===== src/rtl/gpio_mp_pkg.sv =====
package gpio_mp_pkg;

  // Classification of one bus access by its offset.
  typedef enum logic [1:0] {
    ACC_DATA     = 2'd0,
    ACC_DIR      = 2'd1,
    ACC_UNMAPPED = 2'd2
  } acc_kind_e;

  // Decoded access presented to the register stage.
  typedef struct packed {
    logic      wr_data;
    logic      wr_dir;
    logic      rd;
    acc_kind_e kind;
  } acc_ctl_t;

endpackage


===== src/rtl/gpio_mp_decode.sv =====
module gpio_mp_decode
  import gpio_mp_pkg::*;
#(
  parameter int unsigned              PIN_COUNT  = 8,
  parameter int unsigned              ADDR_W     = 12,
  parameter logic [ADDR_W-1:0]        DIR_OFFSET = 12'h400
) (
  input  logic                 valid,
  input  logic                 write,
  input  logic [ADDR_W-1:0]    addr,
  output acc_ctl_t             ctl,
  output logic [PIN_COUNT-1:0] pin_mask
);

  localparam int unsigned MASK_LSB = 2;
  localparam int unsigned MASK_MSB = MASK_LSB + PIN_COUNT - 1;

  acc_kind_e kind;

  always_comb begin
    if (addr < DIR_OFFSET)       kind = ACC_DATA;
    else if (addr == DIR_OFFSET) kind = ACC_DIR;
    else                         kind = ACC_UNMAPPED;
  end

  // Address bits above the byte lane select pins one-for-one.
  assign pin_mask = addr[MASK_MSB:MASK_LSB];

  always_comb begin
    ctl.kind    = kind;
    ctl.rd      = valid && !write;
    ctl.wr_data = valid && write && (kind == ACC_DATA);
    ctl.wr_dir  = valid && write && (kind == ACC_DIR);
  end

endmodule


===== src/rtl/gpio_mp_sync.sv =====
module gpio_mp_sync #(
  parameter int unsigned WIDTH  = 8,
  parameter int unsigned STAGES = 2
) (
  input  logic             clk,
  input  logic             rst_n,
  input  logic [WIDTH-1:0] async_in,
  output logic [WIDTH-1:0] sync_out
);

  logic [WIDTH-1:0] chain [STAGES];

  for (genvar s = 0; s < STAGES; s++) begin : g_stage
    if (s == 0) begin : g_first
      always_ff @(posedge clk or negedge rst_n) begin
        if (!rst_n) chain[s] <= '0;
        else        chain[s] <= async_in;
      end
    end else begin : g_next
      always_ff @(posedge clk or negedge rst_n) begin
        if (!rst_n) chain[s] <= '0;
        else        chain[s] <= chain[s-1];
      end
    end
  end

  assign sync_out = chain[STAGES-1];

endmodule


===== src/rtl/gpio_mp_regs.sv =====
module gpio_mp_regs
  import gpio_mp_pkg::*;
#(
  parameter int unsigned PIN_COUNT = 8
) (
  input  logic                 clk,
  input  logic                 rst_n,
  input  acc_ctl_t             ctl,
  input  logic [PIN_COUNT-1:0] pin_mask,
  input  logic [PIN_COUNT-1:0] wdata,
  output logic [PIN_COUNT-1:0] dir_q,
  output logic [PIN_COUNT-1:0] out_q
);

  always_ff @(posedge clk or negedge rst_n) begin
    if (!rst_n)          dir_q <= '0;
    else if (ctl.wr_dir) dir_q <= wdata;
  end

  // A pin's driven value moves only when it is masked in and already an output.
  for (genvar n = 0; n < PIN_COUNT; n++) begin : g_pin
    logic take;
    assign take = ctl.wr_data && pin_mask[n] && dir_q[n];

    always_ff @(posedge clk or negedge rst_n) begin
      if (!rst_n)    out_q[n] <= 1'b0;
      else if (take) out_q[n] <= wdata[n];
    end
  end

endmodule


===== src/rtl/gpio_masked_port.sv =====
module gpio_masked_port
  import gpio_mp_pkg::*;
#(
  parameter int unsigned       PIN_COUNT   = 8,
  parameter int unsigned       ADDR_W      = 12,
  parameter int unsigned       SYNC_STAGES = 2,
  parameter logic [ADDR_W-1:0] DIR_OFFSET  = 12'h400
) (
  input  logic                 clk,
  input  logic                 rst_n,
  input  logic                 bus_valid,
  output logic                 bus_ready,
  input  logic                 bus_write,
  input  logic [ADDR_W-1:0]    bus_addr,
  input  logic [PIN_COUNT-1:0] bus_wdata,
  output logic                 rd_valid,
  output logic [PIN_COUNT-1:0] rd_data,
  input  logic [PIN_COUNT-1:0] pad_in,
  output logic [PIN_COUNT-1:0] pad_out,
  output logic [PIN_COUNT-1:0] pad_oe
);

  acc_ctl_t             ctl;
  logic [PIN_COUNT-1:0] pin_mask;
  logic [PIN_COUNT-1:0] dir_q;
  logic [PIN_COUNT-1:0] out_q;
  logic [PIN_COUNT-1:0] pad_sync;
  logic [PIN_COUNT-1:0] pin_level;
  logic [PIN_COUNT-1:0] rd_next;
  logic [PIN_COUNT-1:0] rd_data_q;
  logic                 rd_valid_q;

  gpio_mp_decode #(
    .PIN_COUNT (PIN_COUNT),
    .ADDR_W    (ADDR_W),
    .DIR_OFFSET(DIR_OFFSET)
  ) u_decode (
    .valid   (bus_valid),
    .write   (bus_write),
    .addr    (bus_addr),
    .ctl     (ctl),
    .pin_mask(pin_mask)
  );

  gpio_mp_regs #(
    .PIN_COUNT(PIN_COUNT)
  ) u_regs (
    .clk     (clk),
    .rst_n   (rst_n),
    .ctl     (ctl),
    .pin_mask(pin_mask),
    .wdata   (bus_wdata),
    .dir_q   (dir_q),
    .out_q   (out_q)
  );

  gpio_mp_sync #(
    .WIDTH (PIN_COUNT),
    .STAGES(SYNC_STAGES)
  ) u_sync (
    .clk     (clk),
    .rst_n   (rst_n),
    .async_in(pad_in),
    .sync_out(pad_sync)
  );

  // Per-pin level as seen by software: own drive for outputs, pad for inputs.
  for (genvar n = 0; n < PIN_COUNT; n++) begin : g_level
    assign pin_level[n] = dir_q[n] ? out_q[n] : pad_sync[n];
  end

  always_comb begin
    unique case (ctl.kind)
      ACC_DATA: rd_next = pin_level & pin_mask;
      ACC_DIR:  rd_next = dir_q;
      default:  rd_next = '0;
    endcase
  end

  always_ff @(posedge clk or negedge rst_n) begin
    if (!rst_n) begin
      rd_valid_q <= 1'b0;
      rd_data_q  <= '0;
    end else begin
      rd_valid_q <= ctl.rd;
      if (ctl.rd) rd_data_q <= rd_next;
    end
  end

  assign bus_ready = 1'b1;
  assign rd_valid  = rd_valid_q;
  assign rd_data   = rd_data_q;
  assign pad_out   = out_q;
  assign pad_oe    = dir_q;

endmodule


===== config.mk =====
export PLATFORM = sky130hd
export DESIGN_NAME = gpio_masked_port
export DESIGN_NICKNAME = d
export VERILOG_FILES = /design/src/rtl/gpio_mp_pkg.sv /design/src/rtl/gpio_mp_decode.sv /design/src/rtl/gpio_mp_sync.sv /design/src/rtl/gpio_mp_regs.sv /design/src/rtl/gpio_masked_port.sv
export SDC_FILE = /design/constraint.sdc
export NUM_CORES = 1
export LEC_CHECK = 0
export BUFFER_PORTS_ARGS = -buffer_cell sky130_fd_sc_hd__buf_2
export CORE_MARGIN = 2
export CORE_UTILIZATION = 46
export CTS_BUF_LIST = sky130_fd_sc_hd__clkbuf_8
export CTS_CLUSTER_SIZE = 25
export DETAILED_ROUTE_END_ITERATION = 7
export PLACE_DENSITY = 0.77
export SYNTH_ARGS = -nofsm -noshare
export SYNTH_HDL_FRONTEND = slang
export SYNTH_SLANG_ARGS = --single-unit

===== constraint.sdc =====
create_clock -name clk -period 1 [get_ports clk]
set_input_delay 0.15 -clock clk [delete_from_list [all_inputs] [get_ports clk]]
set_output_delay 0.15 -clock clk [all_outputs]
set_load 0.02 [all_outputs]

==> metrics.yaml, run 1 <==
status: "finished with violations"
violations: "setup timing"
grt_overflow: 0
synth_xor_area_share_pct: 0
fin_crit_ns: 1.173
clock_sinks: 41
grt_pass1_wl_um: 8362
vias: 1571
pre_cts_slack_ns: -0.4082
cts_buffers: 5
cts_max_level: 2
utilization_pct: 82.06
cts_tree: "built"
dr.pass1.iters: 4
track_usage_pct: 27.61
setup_violations: 36
clkTransAtPathRegs_ns: 0.07
first_iter_violations: 139
grt_max_degree: 42
grt_pass1_vias: 1632
maxSlewViolCount: 0
synth-compound-area-share_pct: 2.959
crit_top_cell: "buf_6"
cp_slowest_stage_delay_ns: 0.47
netlist_instances: 129
antenna_found_initial: 0
clock_skew_ns: 0.004085
syn2layout_area_growth_pct: 74.93
antenna_left: 0
n_fill_cell: 187
synth_seq_cells: 41
cp-end-kind: "primary output"
clk_latency_ns: 0.30
io_pins: 58
synth_top_family_by_area: "simple AND/OR/NAND/NOR gates"
hp-class: "input port to flop"
synth.avg_cell_area_um2: 13.11
synth.area.mux_share_pct: 15.98
period_share_pct: 117.3
avgRoutedWirePerCell_um: 20.16
worstPathArrival_ns: 1.02
synthAdderAreaFrac_pct: 0
yosysUniqueCellTypes: 18
maxCapViolations: 0
drive_gt1_share_pct: 67.23
routabilityCongestion: 0.7804
cellPowerDensity_nw_per_um2: 1168
design.die.area_um2: 4178
syn_nets: 161
critPathLaunchType: "flop"
port_buffers: 56
critPathRequiredTime_ns: 0.85
fp.dieW_um: 64.64
timing.final.ws_setup_ns: -0.1729
slowest_stage: "dfrtp_2"
dieHeight_um: 64.64
ys.warnings.count: 0
critPathKind: "flop to primary output"
clockBufferDepth: 2
clock-root-buffer: "clkbuf_8"
cp_max_fo: 5
placementRows: 22
syn-cell-area_um2: 1692
final-hold-violation-count: 0
fin_nets: 270
setup_tns_ns: -2.920
drc: 0
num_antenna_cells: 0
wl_um: 5765
p_leak_uw: 0.001385
rsz0062_at_grt: "true"
holdWs_ns: 0.09680
path_cells: "buf_6 -> buf_6"
vdd_drop_max_v: 0.0009697
core_um2: 3606
yosysSeqAreaShare_pct: 60.65
viasPerCell: 5.493
initial_core_util_pct: 46.91
synthSimpleGateAreaFrac_pct: 17.90
place.detailed.hpwl_um: 3099
max_freq_ghz: 0.8526
[synthesized netlist by cell type]
master | count | area share (%)
dfrtp_1 | 41 | 61
mux2_2 | 24 | 16
nand3_1 | 16 | 4.7
nor2_1 | 9 | 2.0
a31oi_1 | 8 | 3.0
nand4_1 | 8 | 3.0
nor3b_1 | 8 | 3.6
clkbuf_1 | 4 | 0.89
nor4bb_1 | 2 | 1.2
and4_1 | 1 | 0.52
buf_2 | 1 | 0.30
buf_4 | 1 | 0.44
buf_6 | 1 | 0.67
conb_1 | 1 | 0.22
nor2b_1 | 1 | 0.37
nor3_2 | 1 | 0.59
nor3b_2 | 1 | 0.74
nor4_4 | 1 | 1.3
[power breakdown]
part	total, µW	internal [µW]	switching, µW
combinational	580	293	288
sequential	1780	1730	43.6
clock	1100	537	561
total	3460	2560	893
[area by class of cell]
class | instances | area, µm² | share of cell area [%]
flip-flops and latches | 41 | 1033 | 34.93
multi-input cells | 81 | 842.1 | 28.46
well taps | 48 | 60.06 | 2.030
clock buffers | 6 | 82.58 | 2.791
clock inverters | 1 | 3.754 | 0.1268
repair buffers | 109 | 937.1 | 31.67
[flip-flops by register name, indices dropped and copies added, names as in the netlist]
signal	cells
u_regs.out_q	8
u_sync.sync_out	8
u_sync.chain	8
u_regs.dir_q	8
rd_valid	1
rd_data	8
[logic make-up (layout without fill, tap and decap cells)]
logic type,after synthesis,count (layout)
compound gates,8,8
buf+inv,7,116
flops,41,41
mux,24,24
other cells,1,1
simple gates,48,48
[worst paths after layout]
kind	start	to	slack [ns]	cells after the start
max in group asynchronous	rst_n	u_regs.dir_q[3]	0.44	3
max reg2reg	u_regs.dir_q[1]	rd_data[1]	-0.15	4
min in group asynchronous	rst_n	u_sync.sync_out[5]	0.34	3
max	u_regs.dir_q[3]	pad_oe[3]	-0.17	2
min	bus_wdata[7]	u_regs.out_q[7]	0.1	2
min reg2reg	u_sync.chain[14]	u_sync.sync_out[6]	0.36	0
[stage by stage]
stage / instances / instance area (µm²) / power (µW)
after floorplan: 129 / 1732 / 1954
after global placement: 252 / 2241 / 2174
after detailed placement: 252 / 2241 / 2193
after CTS: 278 / 2744 / 3347
after global routing: 286 / 2959 / 3591
final: 286 / 2959 / 3456
[worst max-delay path, delay by kind of cell, from the launching register on]
| kind | cells | cell delay (ns) |
|---|---|---|
| flops | 1 | 0.47 |
| buf+inv | 2 | 0.26 |
[what timing repair did]
action                     CTS  global route
pin swaps                   14            12
setup buffers               10             8
setup endpoints to repair   35            48
resized for setup           71            38
hold buffers                 9             0
hold endpoints to repair    49             0
[metal layers]
metal | global-route usage (%) | share of wire [%] | wire, µm | vias up
met1 | 31.29 | 39 | 2268 | 791
li1 | - | - | - | 687
met4 | 12.23 | 3.7 | 211 | 0
met2 | 48.44 | 52 | 3001 | 71
met5 | 0 | 0 | 0 | -
met3 | 7.813 | 4.9 | 284 | 22
[layout by cell type (no fill, tap or decap)]
cell type,count
dfrtp_2,6
nor3_2,1
dlygate4sd3_1,9
a31oi_1,8
inv_1,1
clkbuf_8,6
and4_4,1
buf_4,31
nor2_1,9
nor4bb_4,1
buf_6,39
nor3b_4,2
conb_1,1
nor4bb_1,1
nor4_4,1
nand3_2,10
nand3_4,2
nand3_1,4
buf_2,28
nor3b_1,1
mux2_4,20
nor2b_1,1
nor3b_2,6
buf_12,1
nand4_1,8
buf_8,1
dfrtp_1,35
mux2_2,4
Power figures use the tool's default switching activity.
==> run 2, diff against run 1 <==
--- a/config.mk
+++ b/config.mk
@@ -5,13 +5,13 @@
 export SDC_FILE = /design/constraint.sdc
 export NUM_CORES = 1
 export LEC_CHECK = 0
-export BUFFER_PORTS_ARGS = -buffer_cell sky130_fd_sc_hd__buf_2
 export CORE_MARGIN = 2
-export CORE_UTILIZATION = 46
+export CORE_UTILIZATION = 54
 export CTS_BUF_LIST = sky130_fd_sc_hd__clkbuf_8
 export CTS_CLUSTER_SIZE = 25
 export DETAILED_ROUTE_END_ITERATION = 7
-export PLACE_DENSITY = 0.77
+export DONT_BUFFER_PORTS = 1
+export PLACE_DENSITY = 0.72
 export SYNTH_ARGS = -nofsm -noshare
 export SYNTH_HDL_FRONTEND = slang
 export SYNTH_SLANG_ARGS = --single-unit
==> run 2 against run 1 <==
  * The run ends with hold timing, setup timing left
  * Sequential cell count is the same
  * Hold slack lost 0.56 ns
  * Sequential share of layout area grew 2.3 points
  * Die area shrank 14%
  * Cell count shrank 13%
  * Via count shrank 9.0%
  * Design area shrank 6.2%
  * Critical path depth grew 1
  * Non-clock buffer count shrank 33
  * Worst setup slack lost 0.050 ns
  * Register-to-register slack lost 0.07 ns
  * Total power shrank 5.9%
  * Critical path type is now flop to flop
  * Critical endpoint is now rd_data[5]
==> metrics.yaml, run 2 (synthesis results as in run 1) <==
cts_buffers: 5
layout_commonest_cell: "buf_6"
critPathLaunchType: "flop"
port_buffers: 0
power.internal_uw: 2443
antenna_left: 0
path_delay_family: "flip-flops"
io_pins: 58
r2r_start: "u_regs.dir_q[5]"
max_freq_ghz: 0.8180
fp.dieW_um: 59.97
vias: 1430
cp_slowest_stage_delay_ns: 0.42
maxCapViolations: 0
layout_common_cells: "buf_6 (40), dfrtp_1 (36), dlygate4sd3_1 (22), mux2_4 (19), buf_4 (14)"
clock_sinks: 41
p_leak_uw: 0.001216
drc: 0
viasPerCell: 5.720
clk_latency_ns: 0.30
syn2layout_area_growth_pct: 64.05
antenna_found_initial: 0
period_share_pct: 122.2
setup_violations: 32
timing.final.ws_setup_ns: -0.2224
holdWs_ns: -0.4655
dr.pass1.iters: 4
worstPathArrival_ns: 1.40
grt_overflow: 0
r2r-end: "rd_data[5]"
utilization_pct: 91.65
place.detailed.hpwl_um: 2571
grt_pass1_wl_um: 6734
design.die.area_um2: 3596
clock-root-buffer: "clkbuf_8"
vdd_drop_max_v: 0.001234
p_total_uw: 3251
violations: "hold timing, setup timing"
clkPwrFrac_pct: 31.5
cts_tree: "built"
grt_max_degree: 42
initial_core_util_pct: 55.87
cp-end-kind: "flop"
avgRoutedWirePerCell_um: 22.57
num_antenna_cells: 0
clockBufferDepth: 2
cp_max_fo: 5
cts_max_level: 2
hp-class: "input port to async pin"
status: "finished with violations"
placementRows: 20
power_frac_seq_pct: 55.0
clock_skew_ns: 0.008355
cellPowerDensity_nw_per_um2: 1171
routabilityCongestion: 0.7544
slowest_stage: "dfrtp_2"
first_iter_violations: 111
rrSetupSlack_ns: -0.22
critPathRequiredTime_ns: 1.18
reg2reg_depth: 3
cp_num_buf_inv: 0
drive_gt1_share_pct: 54.85
clkTransAtPathRegs_ns: 0.08
fin_nets: 237
maxSlewViolCount: 0
track_usage_pct: 26.81
switchingPower_uw: 807.4
pre_cts_slack_ns: -0.2875
final-hold-violation-count: 42
grt_pass1_vias: 1421
core_um2: 3028
critPathKind: "flop to flop"
path_cells: "nor3b_1 -> nand4_1 -> a31oi_1"
dieHeight_um: 59.97
swShare_pct: 24.84
combPwrFrac_pct: 13.5
fin_crit_ns: 1.222
rsz0062_at_grt: "true"
wl_um: 5642
-- run 2: per-stage QoR --
stage / setup TNS [ns] / cells / area (µm²) / hold WS [ns]
3_5_place_dp: -3.586 / 208 / 2069 / -0.1446
6_report: -2.373 / 250 / 2775 / -0.4655
3_3_place_gp: -3.371 / 208 / 2069 / -0.1446
2_1_floorplan: -4.419 / 129 / 1732 / -0.1456
4_1_cts: -1.276 / 240 / 2531 / -0.4591
5_1_grt: -3.127 / 250 / 2775 / -0.4782
-- run 2: layout make-up --
cell class                      instances  area [µm²]
Sequential cell                        41        1032
Clock inverter                          3       11.26
Fill cell                             115       252.7
Multi-Input combinational cell         81       832.0
Tap cell                               44       55.05
Clock buffer                            5       68.82
Timing Repair Buffer                   76       775.7
-- run 2: how the worst max path moves through the flow --
| stage | cells past startpoint | startpoint | end |
|---|---|---|---|
| floorplan | 4 | bus_addr[5] | u_regs.dir_q[0] |
| global placement | 4 | bus_addr[5] | u_regs.dir_q[3] |
| detailed placement | 4 | bus_addr[5] | u_regs.dir_q[3] |
| CTS | 2 | u_regs.dir_q[5] | pad_oe[5] |
| global route | 4 | u_regs.dir_q[1] | rd_data[1] |
| finish | 3 | u_regs.dir_q[5] | rd_data[5] |
-- run 2: what timing repair did --
action	CTS	global route
resized for setup	42	37
hold buffers	16	6
buffers inserted	8	4
endpoints found under the hold margin	59	47
endpoints found under the setup margin	19	46
pin swaps	13	12
-- run 2: metal layers --
metal,GRT usage [%],routed length (µm)
met1,32.09,2222
met2,42.86,2885
met3,8.658,355
met4,14.29,179
met5,0,0
-- run 2: worst register-to-register path, delay by kind of cell (launching register included) --
family / cells / cell delay [ns]
AOI/OAI and AO/OA: 1 / 0.30
DFF: 1 / 0.42
and+or+nand+nor: 2 / 0.38
-- run 2: power by group through the flow --
stage          Sequential [µW]  Combinational [µW]  Clock (µW)
2_1_floorplan             1850                 107           0
3_3_place_gp              1800                 246           0
3_5_place_dp              1800                 249           0
4_1_cts                   1770                 326        1010
5_1_grt                   1790                 457        1100
6_report                  1790                 439        1020
